`src/rtl/gpio_port_pkg.sv`:
```
package gpio_port_pkg;
   localparam int unsigned CTRL_SEL_BIT = 8;

   localparam logic [7:0] OFF_DOUT = 8'h00;
   localparam logic [7:0] OFF_SET  = 8'h04;
   localparam logic [7:0] OFF_CLR  = 8'h08;
   localparam logic [7:0] OFF_TGL  = 8'h0C;
   localparam logic [7:0] OFF_DIN  = 8'h10;
   localparam logic [7:0] OFF_DIR  = 8'h14;
   localparam logic [7:0] OFF_FLAG = 8'hA0;

   localparam int unsigned MODE_LSB = 16;

   localparam logic [3:0] MODE_OFF    = 4'h0;
   localparam logic [3:0] MODE_LVL_LO = 4'h8;
   localparam logic [3:0] MODE_RISE   = 4'h9;
   localparam logic [3:0] MODE_FALL   = 4'hA;
   localparam logic [3:0] MODE_BOTH   = 4'hB;
   localparam logic [3:0] MODE_LVL_HI = 4'hC;
endpackage

```
`src/rtl/gpio_sync.sv`:
```
module gpio_sync #(
   parameter int W      = 32,
   parameter int STAGES = 2
) (
   input  logic         clk,
   input  logic         rst_n,
   input  logic [W-1:0] d,
   output logic [W-1:0] q
);
   logic [W-1:0] stg [STAGES];

   if (STAGES < 2) begin : g_bad_depth
      $error("gpio_sync: STAGES must be at least 2");
   end

   always_ff @(posedge clk) begin
      if (!rst_n) stg[0] <= '0;
      else        stg[0] <= d;
   end

   for (genvar s = 1; s < STAGES; s++) begin : g_stage
      always_ff @(posedge clk) begin
         if (!rst_n) stg[s] <= '0;
         else        stg[s] <= stg[s-1];
      end
   end

   assign q = stg[STAGES-1];
endmodule

```
`src/rtl/gpio_pin_detect.sv`:
```
module gpio_pin_detect
   import gpio_port_pkg::*;
(
   input  logic       clk,
   input  logic       rst_n,
   input  logic [3:0] mode,
   input  logic       lvl,
   input  logic       lvl_d,
   input  logic       clr,
   output logic       flag
);
   logic evt;
   logic armed;

   always_comb begin
      evt   = 1'b0;
      armed = 1'b1;
      case (mode)
         MODE_LVL_LO: evt = !lvl;
         MODE_RISE:   evt = lvl & !lvl_d;
         MODE_FALL:   evt = !lvl & lvl_d;
         MODE_BOTH:   evt = lvl ^ lvl_d;
         MODE_LVL_HI: evt = lvl;
         default:     armed = 1'b0;
      endcase
   end

   always_ff @(posedge clk) begin
      if (!rst_n) flag <= 1'b0;
      else        flag <= (flag & !clr) | evt;
   end

   p_disabled_quiet_r13: assert property (@(posedge clk) disable iff (!rst_n)
      !armed |=> !$rose(flag));
   p_clear_takes_r10: assert property (@(posedge clk) disable iff (!rst_n)
      (clr && !evt) |=> !flag);
   p_event_wins_r11: assert property (@(posedge clk) disable iff (!rst_n)
      evt |=> flag);
   p_level_hold_r9: assert property (@(posedge clk) disable iff (!rst_n)
      (mode == MODE_LVL_HI && lvl) |=> flag);
endmodule

```
`src/rtl/gpio_irq_port.sv`:
```
module gpio_irq_port
   import gpio_port_pkg::*;
#(
   parameter int NPINS       = 32,
   parameter int SYNC_STAGES = 2
) (
   input  logic             clk,
   input  logic             rst_n,
   input  logic             reg_we,
   input  logic [8:0]       reg_addr,
   input  logic [31:0]      reg_wdata,
   output logic [31:0]      reg_rdata,
   input  logic [NPINS-1:0] pin_in,
   output logic [NPINS-1:0] pin_out,
   output logic [NPINS-1:0] pin_oe,
   output logic             irq_out
);
   localparam int IDX_W = 5;

   if (NPINS < 1 || NPINS > 32) begin : g_bad_pins
      $error("gpio_irq_port: NPINS must be 1..32");
   end

   logic             in_ctl;
   logic [7:0]       off;
   logic             aligned;
   logic [IDX_W-1:0] pidx;
   logic             pin_word;
   logic             flag_wr;

   logic [NPINS-1:0] dout_q, dir_q, lvl, lvl_d, flags;
   logic [3:0]       mode_q [NPINS];
   logic [NPINS-1:0] wmask;

   assign in_ctl   = reg_addr[CTRL_SEL_BIT];
   assign off      = reg_addr[7:0];
   assign aligned  = (off[1:0] == 2'b00);
   assign pidx     = off[6:2];
   assign pin_word = in_ctl && !off[7] && aligned && (int'(pidx) < NPINS);
   assign flag_wr  = reg_we && in_ctl && (off == OFF_FLAG);
   assign wmask    = reg_wdata[NPINS-1:0];

   // data region registers
   always_ff @(posedge clk) begin
      if (!rst_n) begin
         dout_q <= '0;
         dir_q  <= '0;
      end else if (reg_we && !in_ctl) begin
         case (off)
            OFF_DOUT: dout_q <= wmask;
            OFF_SET:  dout_q <= dout_q | wmask;
            OFF_CLR:  dout_q <= dout_q & ~wmask;
            OFF_TGL:  dout_q <= dout_q ^ wmask;
            OFF_DIR:  dir_q  <= wmask;
            default:  ;
         endcase
      end
   end

   assign pin_out = dout_q;
   assign pin_oe  = dir_q;

   gpio_sync #(.W(NPINS), .STAGES(SYNC_STAGES)) u_sync (
      .clk   (clk),
      .rst_n (rst_n),
      .d     (pin_in),
      .q     (lvl)
   );

   always_ff @(posedge clk) begin
      if (!rst_n) lvl_d <= '0;
      else        lvl_d <= lvl;
   end

   for (genvar i = 0; i < NPINS; i++) begin : g_pin
      always_ff @(posedge clk) begin
         if (!rst_n)
            mode_q[i] <= MODE_OFF;
         else if (reg_we && pin_word && int'(pidx) == i)
            mode_q[i] <= reg_wdata[MODE_LSB +: 4];
      end

      gpio_pin_detect u_det (
         .clk   (clk),
         .rst_n (rst_n),
         .mode  (mode_q[i]),
         .lvl   (lvl[i]),
         .lvl_d (lvl_d[i]),
         .clr   (flag_wr && reg_wdata[i]),
         .flag  (flags[i])
      );
   end

   always_ff @(posedge clk) begin
      if (!rst_n) irq_out <= 1'b0;
      else        irq_out <= |flags;
   end

   // read mux
   always_comb begin
      reg_rdata = '0;
      if (!in_ctl) begin
         case (off)
            OFF_DOUT: reg_rdata = 32'(dout_q);
            OFF_DIN:  reg_rdata = 32'(lvl);
            OFF_DIR:  reg_rdata = 32'(dir_q);
            default:  reg_rdata = '0;
         endcase
      end else if (pin_word) begin
         reg_rdata[MODE_LSB +: 4] = mode_q[pidx];
      end else if (off == OFF_FLAG) begin
         reg_rdata = 32'(flags);
      end
   end

   p_set_alias_r3: assert property (@(posedge clk) disable iff (!rst_n)
      (reg_we && !in_ctl && off == OFF_SET)
      |=> ((pin_out & $past(wmask)) == $past(wmask)));
   p_clr_alias_r4: assert property (@(posedge clk) disable iff (!rst_n)
      (reg_we && !in_ctl && off == OFF_CLR)
      |=> ((pin_out & $past(wmask)) == '0));
   p_irq_rise_r12: assert property (@(posedge clk) disable iff (!rst_n)
      $rose(irq_out) |-> $past(flags != '0));
   p_irq_fall_r12: assert property (@(posedge clk) disable iff (!rst_n)
      $fell(irq_out) |-> $past(flags == '0));
endmodule

```
`config.mk`:
```
export PLATFORM = sky130hd
export DESIGN_NAME = gpio_irq_port
export DESIGN_NICKNAME = d
export VERILOG_FILES = /design/src/rtl/gpio_port_pkg.sv /design/src/rtl/gpio_sync.sv /design/src/rtl/gpio_pin_detect.sv /design/src/rtl/gpio_irq_port.sv
export SDC_FILE = /design/constraint.sdc
export NUM_CORES = 1
export LEC_CHECK = 0
export ABC_AREA = 1
export BUFFER_PORTS_ARGS = -buffer_cell sky130_fd_sc_hd__buf_2
export CAP_MARGIN = 10
export CELL_PAD_IN_SITES_DETAIL_PLACEMENT = 1
export CELL_PAD_IN_SITES_GLOBAL_PLACEMENT = 1
export CORE_AREA = 2 2 265 189
export CTS_CLUSTER_DIAMETER = 200
export CTS_CLUSTER_SIZE = 12
export DETAILED_ROUTE_END_ITERATION = 16
export DIE_AREA = 0 0 267 191
export PLACE_DENSITY = 0.86
export SLEW_MARGIN = 40
export SYNTH_ARGS = -nofsm -noshare
export SYNTH_HDL_FRONTEND = slang
export SYNTH_HIERARCHICAL = 1
export SYNTH_SLANG_ARGS = --single-unit
```
`constraint.sdc`:
```
create_clock -name clk -period 2.55 [get_ports clk]
set_clock_uncertainty 0.2 [all_clocks]
set_input_delay 0.6375 -clock clk [delete_from_list [all_inputs] [get_ports clk]]
set_output_delay 0.6375 -clock clk [all_outputs]
set_load 0.05 [all_outputs]
```
==> out/qor.txt <==
Via density = 5.45
Worst Tran Pin Value = 620 ps
HP Class = input port to flop
vias = 20.0k
most common cell in the synthesized netlist = nand2_1
Hold Crit Depth = 3
post-synthesis sequential area ratio = 40.2%
GRT Util Overall = 29.9%
drt drc = 0
Crit Path Class = input port to output port
clk_lat worst skew = 630 ps
Rel. slew slack = 58.6%
Synth Warn # = 6
P&R area growth vs syn = 28.0%
Leak Pwr = 11.6 nW
R2R Setup Slk = 610 ps
number of flops mapped to enable cells by yosys = 128
final hold violations = 0
FFs w/ async S/R, synth = 0%
share of the synthesized area in the top cell type = 20.1%
Root Buffer = clkbuf_16
CP Data Arrival Time = 2170 ps
DRT Pass-1 Iters = 6
mapped cell area = 0.0192 mm²
Peak VDD IR = 0.585 mV
CP max FO = 6
I/O Pins = 173
initial DRC count = 1915
CTS tree = done
Synth Area per Inst = 7.16 µm²
WL/cell = 22.2 µm
initial antenna violation count = 1
Synth top cells by count = nand2_1 (674), inv_1 (504), nor2_1 (235)
Setup-failing EPs final = 32
Initial Utilization = 39.5%
PortBufs = 172
crit path capture type = output port
Worst Hold Margin = 25.3 ps
period utilisation layout = 118%
failing checks = negative setup slack
largest net degree at the start of global routing = 65
Sink Count = 321
post-synthesis register bit count = 321
Critical Path RT = 1710 ps
Die X = 267 µm
gpl congestion = 0.896
status = finished with violations
gr ovfl total = 0
Power Total = 0.0118 W
Die ar. = 0.0510 mm²
Yosys cell types = 35
crit path time final = 3010 ps
cells after synthesis = 2679
syn nets = 2883
fraction of layout cells with a size suffix above 1 = 22.6%
H-tree depth = 1
post-route ant nets = 0
clk buf depth = 3
die height = 191 µm
Setup WS post-layout = -461 ps
Layout Nets = 3182
RSZ-0062 raised after global routing = yes
CTS Buf Count = 30
Core Region = 0.0486 mm²
Synth Flop Type = dfxtp_1
top post-synthesis cells by area = dfxtp_1 (20%), edfxtp_1 (20%), nand2_1 (13%)
Post-DP HPWL = 54400 µm
hold path start = pin_in[9]
reg-to-reg startpoint = u_sync/stg[1][13]
Reg clk slew, reported paths = 70 ps
Yosys top cell by area = dfxtp_1
Rows = 68
vias in the first global route = 20.9k
CP startpoint kind = input port
pwr dens = 479 mW/mm²
Worst Hold Endpoint = u_sync/stg[0][9]
Fmax = 332 MHz
Worst R2R End = g_pin[13].u_det/flag
reg2reg path depth = 7
Pins Over Slew Limit = 0
MaxCap Viol Count = 0
first-pass GRT wire length = 118000 µm
final wirelength = 81400 µm
## worst max-delay path, cell delays in order
cell	delay, ps
buf_12	120
buf_12	130
nor2_4	160
nand2_4	90
nor2_4	160
buf_12	170
clkbuf_16	180
nand2_1	80
o21ai_2	90
o21ai_2	80
o21ai_4	80
buf_6	180
## report_power, final
part           total [W]  internal, W  leakage, nW  switching [W]
combinational    0.00165     0.000580         8.39        0.00107
clock            0.00436      0.00219        0.403        0.00218
sequential       0.00575      0.00553         2.79       0.000219
total             0.0118      0.00830         11.6        0.00347
## per-stage QoR
stage / cell area, µm² / TNS (ps) / instances / util, % / setup slack [ps]
global placement: 22300 / -35090 / 3561 / 45.8 / -584
detailed placement: 22300 / -50010 / 3561 / 45.8 / -661
global route: 24500 / -14520 / 3663 / 50.5 / -516
CTS: 24100 / -9250 / 3650 / 49.5 / -334
finish: 24500 / -13070 / 3663 / 50.5 / -461
floorplan: 19700 / -4580 / 2679 / - / -174
## sequential cells by signal, summed over array words and instances (netlist names)
name / count
pin_oe: 32
g_pin.u_det/flag: 32
lvl_d: 32
u_sync/stg: 64
mode_q: 128
pin_out: 32
irq_out: 1
## what timing repair did
action,in CTS,in global routing
resized for setup,177,96
setup endpoints to repair,32,32
endpoints found under the hold margin,11,0
pin swaps,30,42
cloned,3,3
setup buffers,27,9
hold buffers,11,0
## how the worst max path moves through the flow
stage | slack, ps | end | startpoint | cells past startpoint
final | -460 | reg_rdata[10] | reg_addr[5] | 12
after CTS | -330 | reg_rdata[11] | reg_addr[5] | 12
after global placement | -580 | reg_rdata[27] | reg_addr[5] | 12
after global routing | -520 | reg_rdata[13] | reg_addr[5] | 12
after floorplan | -170 | reg_rdata[10] | reg_addr[2] | 10
after detailed placement | -660 | reg_rdata[26] | reg_addr[5] | 12
## final cells by class
class                      instances  area (µm²)
clock buffer                      49         822
inverter                         548        2090
fill                            6004       24000
sequential                       321        7710
clock inverter                     2        21.3
tap                              665         832
timing repair buffer             378        3240
antenna                            1        2.50
timing repair inverter             1        8.76
multi-input combinational       1698        9820
## layer usage
layer / share of wire (%) / GRT usage (%) / vias up / wire length (µm)
li1: - / - / 8901 / -
met1: 40 / 37.8 / 9803 / 32800
met2: 47 / 50.9 / 955 / 38300
met3: 7.4 / 4.23 / 315 / 6010
met4: 5.3 / 13.7 / 0 / 4350
met5: 0 / 0 / - / 0
## cell usage in the layout, fill, tap and decap left out, drive strengths merged, types with 3 or more instances in the layout
cell           n
dlygate4sd3   11
nand2        677
clkinv         8
a21oi        108
buf          363
dfxtp        193
nor3           3
ha           128
inv          542
nand4         12
a21boi        32
edfxtp       128
nand3b         8
clkbuf        53
nand3        246
o21ai        228
nor4           9
nor2         246
## cells by family (layout without fill, tap and decap cells)
kind of cell | Yosys count | in the layout | synth area share [%]
AND/OR/NAND/NOR | 1202 | 1202 | 27.1
buffers and inverters | 660 | 978 | 13.7
AO/OA/AOI/OAI | 368 | 368 | 10.6
flip-flops | 321 | 321 | 40.2
adder cells (fa/ha/maj) | 128 | 128 | 8.35
other | 0 | 1 | 0
Power figures use the tool's default switching activity.
